$ cat config.mk
export PLATFORM = sky130hd
export DESIGN_NAME = retry_dispatch
export DESIGN_NICKNAME = d
export VERILOG_FILES = /design/src/rtl/rd_pkg.sv /design/src/rtl/rd_section_fifo.sv /design/src/rtl/rd_release_counter.sv /design/src/rtl/rd_source_arbiter.sv /design/src/rtl/retry_dispatch.sv
export SDC_FILE = /design/constraint.sdc
export NUM_CORES = 1
export LEC_CHECK = 0
export CAP_MARGIN = 0
export CORE_ASPECT_RATIO = 0.6
export CORE_MARGIN = 1.5
export CORE_UTILIZATION = 35
export DETAILED_ROUTE_END_ITERATION = 8
export DONT_BUFFER_PORTS = 1
export PLACE_DENSITY = 0.55
export RECOVER_POWER = 25
export SLEW_MARGIN = 10
export SYNTH_ARGS = -nofsm -noshare
export SYNTH_HDL_FRONTEND = slang
export SYNTH_SLANG_ARGS = --single-unit
$ cat constraint.sdc
create_clock -name clk -period 3.1 [get_ports clk]
set_clock_uncertainty 0.05 [all_clocks]
set_input_delay 0.93 -clock clk [delete_from_list [all_inputs] [get_ports clk]]
set_output_delay 0.93 -clock clk [all_outputs]
set_load 0.05 [all_outputs]
$ cat src/rtl/rd_pkg.sv
package rd_pkg;

    localparam int DESC_W = 8;

    typedef struct packed {
        logic              sop;
        logic              eop;
        logic [DESC_W-1:0] data;
    } beat_t;

    typedef enum logic [1:0] {
        SRC_NONE  = 2'd0,
        SRC_MAIN  = 2'd1,
        SRC_RETRY = 2'd2
    } src_e;

    function automatic int ptr_bits(input int depth);
        return (depth > 1) ? $clog2(depth) : 1;
    endfunction

endpackage

$ cat src/rtl/rd_section_fifo.sv
module rd_section_fifo
    import rd_pkg::*;
#(
    parameter int DEPTH = 8,
    parameter int LVL_W = $clog2(DEPTH + 1)
) (
    input  logic             clk,
    input  logic             rst,
    input  logic             push_valid,
    output logic             push_ready,
    input  beat_t            push_beat,
    input  logic             pop,
    output beat_t            head,
    output logic [LVL_W-1:0] level,
    output logic [LVL_W-1:0] sections
);
    localparam int PW = ptr_bits(DEPTH);

    beat_t            mem [DEPTH];
    logic [PW-1:0]    wr_q, rd_q;
    logic [LVL_W-1:0] cnt_q, sec_q;
    logic             push_fire, pop_fire;

    function automatic logic [PW-1:0] bump_ptr(input logic [PW-1:0] p);
        return (p == PW'(DEPTH - 1)) ? '0 : p + PW'(1);
    endfunction

    assign push_ready = (cnt_q != LVL_W'(DEPTH));
    assign push_fire  = push_valid && push_ready;
    assign pop_fire   = pop && (cnt_q != '0);
    assign head       = mem[rd_q];
    assign level      = cnt_q;
    assign sections   = sec_q;

    always_ff @(posedge clk) begin
        if (push_fire) begin
            mem[wr_q] <= push_beat;
        end
    end

    always_ff @(posedge clk) begin
        if (rst) begin
            wr_q  <= '0;
            rd_q  <= '0;
            cnt_q <= '0;
            sec_q <= '0;
        end else begin
            if (push_fire) wr_q <= bump_ptr(wr_q);
            if (pop_fire)  rd_q <= bump_ptr(rd_q);
            cnt_q <= cnt_q + LVL_W'(push_fire) - LVL_W'(pop_fire);
            sec_q <= sec_q + LVL_W'(push_fire && push_beat.eop)
                           - LVL_W'(pop_fire && head.eop);
        end
    end

endmodule

$ cat src/rtl/rd_release_counter.sv
module rd_release_counter #(
    parameter int CNT_W      = 4,
    parameter int THRESH_RST = 3
) (
    input  logic             clk,
    input  logic             rst,
    input  logic             thr_we,
    input  logic [CNT_W-1:0] thr_val,
    input  logic             bump,
    input  logic             clear,
    output logic             due
);
    logic [CNT_W-1:0] thr_q;
    logic [CNT_W-1:0] cnt_q;

    always_ff @(posedge clk) begin
        if (rst) begin
            thr_q <= CNT_W'(THRESH_RST);
        end else if (thr_we) begin
            thr_q <= thr_val;
        end
    end

    always_ff @(posedge clk) begin
        if (rst) begin
            cnt_q <= '0;
        end else if (clear) begin
            cnt_q <= '0;
        end else if (bump && (cnt_q != '1)) begin
            cnt_q <= cnt_q + CNT_W'(1);
        end
    end

    assign due = (cnt_q >= thr_q);

endmodule

$ cat src/rtl/rd_source_arbiter.sv
module rd_source_arbiter
    import rd_pkg::*;
(
    input  logic  clk,
    input  logic  rst,
    input  logic  main_has_sec,
    input  logic  retry_has_sec,
    input  logic  release_due,
    input  beat_t main_head,
    input  beat_t retry_head,
    input  logic  out_ready,
    output logic  out_valid,
    output beat_t out_beat,
    output logic  out_retry,
    output logic  pop_main,
    output logic  pop_retry
);
    src_e lock_q, sel, lock_d;
    logic take;

    always_comb begin
        if (lock_q != SRC_NONE) begin
            sel = lock_q;
        end else if (retry_has_sec && release_due) begin
            sel = SRC_RETRY;
        end else if (main_has_sec) begin
            sel = SRC_MAIN;
        end else begin
            sel = SRC_NONE;
        end
    end

    assign out_valid = (sel != SRC_NONE);
    assign out_retry = (sel == SRC_RETRY);
    assign out_beat  = out_retry ? retry_head : main_head;
    assign take      = out_valid && out_ready;
    assign pop_main  = take && (sel == SRC_MAIN);
    assign pop_retry = take && (sel == SRC_RETRY);

    always_comb begin
        if (out_valid && !(take && out_beat.eop)) begin
            lock_d = sel;
        end else begin
            lock_d = SRC_NONE;
        end
    end

    always_ff @(posedge clk) begin
        if (rst) begin
            lock_q <= SRC_NONE;
        end else begin
            lock_q <= lock_d;
        end
    end

endmodule

$ cat src/rtl/retry_dispatch.sv
module retry_dispatch
    import rd_pkg::*;
#(
    parameter int MAIN_DEPTH  = 8,
    parameter int RETRY_DEPTH = 4,
    parameter int CNT_W       = 4,
    parameter int THRESH_RST  = 3
) (
    input  logic                               clk,
    input  logic                               rst,
    input  logic                               thr_we,
    input  logic [CNT_W-1:0]                   thr_val,
    input  logic                               in_valid,
    output logic                               in_ready,
    input  logic [DESC_W-1:0]                  in_data,
    input  logic                               in_sop,
    input  logic                               in_eop,
    input  logic                               def_valid,
    output logic                               def_ready,
    input  logic [DESC_W-1:0]                  def_data,
    input  logic                               def_sop,
    input  logic                               def_eop,
    output logic                               out_valid,
    input  logic                               out_ready,
    output logic [DESC_W-1:0]                  out_data,
    output logic                               out_sop,
    output logic                               out_eop,
    output logic                               out_retry,
    output logic [$clog2(MAIN_DEPTH+1)-1:0]    main_level,
    output logic [$clog2(RETRY_DEPTH+1)-1:0]   retry_level
);
    localparam int MLW = $clog2(MAIN_DEPTH + 1);
    localparam int RLW = $clog2(RETRY_DEPTH + 1);

    beat_t          main_in, retry_in, main_head, retry_head, out_beat;
    logic [MLW-1:0] main_secs;
    logic [RLW-1:0] retry_secs;
    logic           pop_main, pop_retry, due, bump, clear;

    assign main_in  = '{sop: in_sop,  eop: in_eop,  data: in_data};
    assign retry_in = '{sop: def_sop, eop: def_eop, data: def_data};

    rd_section_fifo #(.DEPTH(MAIN_DEPTH), .LVL_W(MLW)) u_main_fifo (
        .clk        (clk),
        .rst        (rst),
        .push_valid (in_valid),
        .push_ready (in_ready),
        .push_beat  (main_in),
        .pop        (pop_main),
        .head       (main_head),
        .level      (main_level),
        .sections   (main_secs)
    );

    rd_section_fifo #(.DEPTH(RETRY_DEPTH), .LVL_W(RLW)) u_retry_fifo (
        .clk        (clk),
        .rst        (rst),
        .push_valid (def_valid),
        .push_ready (def_ready),
        .push_beat  (retry_in),
        .pop        (pop_retry),
        .head       (retry_head),
        .level      (retry_level),
        .sections   (retry_secs)
    );

    // Count finished primary sections only while a parked section waits.
    assign bump  = pop_main && main_head.eop && (retry_secs != '0);
    assign clear = pop_retry && retry_head.sop;

    rd_release_counter #(.CNT_W(CNT_W), .THRESH_RST(THRESH_RST)) u_counter (
        .clk     (clk),
        .rst     (rst),
        .thr_we  (thr_we),
        .thr_val (thr_val),
        .bump    (bump),
        .clear   (clear),
        .due     (due)
    );

    rd_source_arbiter u_arbiter (
        .clk           (clk),
        .rst           (rst),
        .main_has_sec  (main_secs != '0),
        .retry_has_sec (retry_secs != '0),
        .release_due   (due),
        .main_head     (main_head),
        .retry_head    (retry_head),
        .out_ready     (out_ready),
        .out_valid     (out_valid),
        .out_beat      (out_beat),
        .out_retry     (out_retry),
        .pop_main      (pop_main),
        .pop_retry     (pop_retry)
    );

    assign out_data = out_beat.data;
    assign out_sop  = out_beat.sop;
    assign out_eop  = out_beat.eop;

endmodule

==> results.md <==
* Outcome: finished, violations left
* Failing checks: negative setup slack
* Chip height at 110 um
* Fraction of the cycle the final worst path needs at 104%
* Final Util at 45.2%
* Non-Filler Instances at 738
* IO Count at 51
* Syn-to-layout area delta at 24.7%
* Pre-antenna DRT Iters at 4
* Tmin final at 3.21 ns
* Fin. Hold Viols at 0
* DP Cell Count at 693
* Rel. slew slack at 52.2%
* R2R setup slack at 0.13 ns
* Leakage Power at 2.92 nW
* Switching portion of total power at 33.0%
* Post-synth EDFFs at 120
* # setup viols final at 10
* Gr usage total at 15.2%
* CP Capture Point: out_sop
* Crit path required time at 2.12 ns
* N_diodes at 0
* Ys flop type: edfxtp_1
* NetSw at 2.23 mW
* Sequential share of power at 38.3%
* IO Port Bufs at 0
* Yosys warning total at 0
* Placer Congestion at 0.747
* CP Launch Type: flop
* Crit-path max FO at 5
* Initial DRC Count at 187
* Clk sink count at 159
* Routed len/inst at 19.0 um
* Routed Antenna Nets at 0
* Die width at 181 um
* Nets at 548
* Largest net degree at the start of global routing at 29
* Post-synthesis async set-or-reset flop share at 0%
* R2r startpoint: u_counter.cnt_q[1]
* Fin Setup TNS at -0.779 ns
* Worst R2R Path Depth at 14
* Rows at 38
* Pwr dens at 814 nW/um^2
* Post-Route WL at 14.0 mm
* Core area at 18400 um^2
* Clock power frac at 31.0%
* Worst IR Drop VDD at 0.427 mV
* Dpl hpwl at 9.15 mm
* Number of global-route vias before repair at 3856
* Layout cell share with drive strength beyond 1 at 32.7%
* Internal at 4.53 mW
* Skew-Pair Late Insertion Delay at 0.43 ns
* Clock transition at path regs at 0.07 ns
* FF-to-FF End: u_main_fifo.sections[3]
* Final WS setup at -0.114 ns
* Via Count at 3686
* Root buffer cell: clkbuf_16
* RSZ-0062 raised after global routing: true
* Cells along the critical path: inv_2 -> ha_4 -> o211ai_1 -> o211ai_1 -> nand2_2 -> buf_6 -> buf_16 -> a21oi_4 -> buf_6
* FMAX at 0.311 GHz
* H-tree levels at 4
* Yosys cell types at 40
* Vias per inst at 4.99
* Syn Area/Cell at 15.4 um^2
* Crit-path max cell delay at 0.34 ns
* Synthesized area at 6660 um^2
* Critical path arrival at 2.23 ns
* Kind of critical path: flop to primary output
* DRC at 0
* CTS tree: built
* Slowest CP cell: dfxtp_2
* Final Power at 6.76 mW
* Slew @ Worst Pin at 0.712 ns
* Syn Inst Count at 431
* Clk buf depth at 2
* Comb power frac at 30.7%
* Global route overflow at 0
* Initial antenna violation count at 0
* Register bit count reported by yosys at 159
* Min Hold Slack at 0.451 ns
* Max-cap check violation count at 0
* TritonCTS Buffers at 17
* Synthesized Nets at 494
* Die Area at 19900 um^2
* Hold WC Path Type: flop to flop
* First-pass GRT wire length at 21.9 mm
* CP endpoint kind: primary output
* Crit path launch: u_counter.thr_q[2]
* Sequential fraction of the synthesis area at 65.9%
* Fin. max-slew vios at 0
* Starting Density at 36.3%
worst min-delay path by stage:
stage                     cells after the start              endpoint  slack [ns]                  from
final                                         2    u_counter.thr_q[3]        0.45    u_counter.thr_q[3]
after global routing                          2    u_counter.thr_q[1]        0.48    u_counter.thr_q[1]
after CTS                                     2                  flop        0.46  u_retry_fifo.rd_q[0]
after detailed placement                      2  u_retry_fifo.rd_q[0]        0.44  u_retry_fifo.rd_q[0]
after global placement                        2  u_retry_fifo.rd_q[0]        0.43  u_retry_fifo.rd_q[0]
after floorplan                               2    u_counter.thr_q[0]        0.40    u_counter.thr_q[0]
Yosys cell counts, drive strengths merged (6+ instances only):
| cell | instances | area (um^2) |
|---|---|---|
| inv | 34 | 128 |
| nor2 | 29 | 109 |
| a21oi | 25 | 125 |
| edfxtp | 120 | 3600 |
| ha | 29 | 363 |
| buf | 7 | 45.0 |
| mux4 | 30 | 679 |
| nor3 | 7 | 35.0 |
| and3 | 6 | 37.5 |
| nand2 | 17 | 63.8 |
| dfxtp | 39 | 781 |
| nand3 | 7 | 35.0 |
| o21ai | 9 | 45.0 |
| mux2i | 16 | 164 |
| xnor2 | 6 | 52.6 |
| clkbuf | 8 | 33.8 |
| nor2b | 7 | 43.8 |
flip-flops by register name, indices dropped and copies added, names as in the netlist, 3 cells and up, named ones only:
signal,cells
u_main_fifo.rd_q,3
u_counter.cnt_q,4
u_main_fifo.wr_q,3
u_main_fifo.mem,80
u_main_fifo.level,4
u_main_fifo.sections,4
u_retry_fifo.sections,3
u_retry_fifo.level,3
u_retry_fifo.mem,40
u_counter.thr_q,4
worst max-delay path: cells and delay by family (launching register included):
kind	cells	cell delay (ns)
flip-flops	1	0.34
adder cells (fa/ha/maj)	1	0.25
AND/OR/NAND/NOR	1	0.15
buffers and inverters	4	0.53
AO/OA/AOI/OAI	3	0.52
cell families after synthesis:
group / count (synthesis) / share of synthesized area, %
buf+inv: 49 / 3.10
compound gates: 48 / 4.25
xor+xnor: 8 / 1.05
fa+ha+maj: 33 / 6.66
flops: 159 / 65.9
mux: 46 / 12.7
simple gates: 88 / 6.39
cells in the final DEF, fill, tap and decap left out, types with 9 or more instances in the layout:
cell,netlist,final
mux2i_1,15,13
buf_4,0,31
o21ai_0,9,9
clkbuf_16,0,17
ha_1,29,24
mux4_2,29,29
buf_6,2,9
nor2_1,29,19
nand2_1,17,13
a21oi_1,25,15
inv_1,34,29
edfxtp_1,120,120
dfxtp_1,39,31
routing by layer:
metal,GRT usage [%],part of all wire [%],wire length (um),vias to the layer above
met5,0,0,0,-
met4,4.88,0.83,117,0
met3,4.60,5.2,730,11
met2,23.3,44,6200,74
met1,20.8,50,7000,1867
li1,-,-,-,1734
layout make-up:
type,instances,area [um^2]
Sequential cell,159,4400
Multi-Input combinational cell,223,2330
Inverter,34,133
Timing Repair Buffer,50,544
Fill cell,1614,10100
Tap cell,240,300
Clock inverter,15,169
Clock buffer,17,425
through the flow:
step           setup WS (ns)  cell area (um^2)
4_1_cts               -0.127              8220
3_5_place_dp          0.0692              7280
6_report              -0.114              8300
3_3_place_gp           0.151              7280
5_1_grt               -0.201              8300
2_1_floorplan        -0.0301              6700
power groups by stage:
stage,Sequential [mW],Combinational [mW],Clock (mW)
floorplan,2.72,1.24,0
global placement,2.63,1.86,0
detailed placement,2.63,1.89,0
CTS,2.59,2.01,2.14
global route,2.61,2.23,2.24
finish,2.59,2.08,2.09
what timing repair did:
item                       4_1_cts  5_1_grt
resized for setup               52       23
setup buffers                    8        3
hold buffers                     0        0
gates cloned                     3        0
pin swaps                        9       10
setup endpoints to repair       12       16
Power figures use the tool's default switching activity.
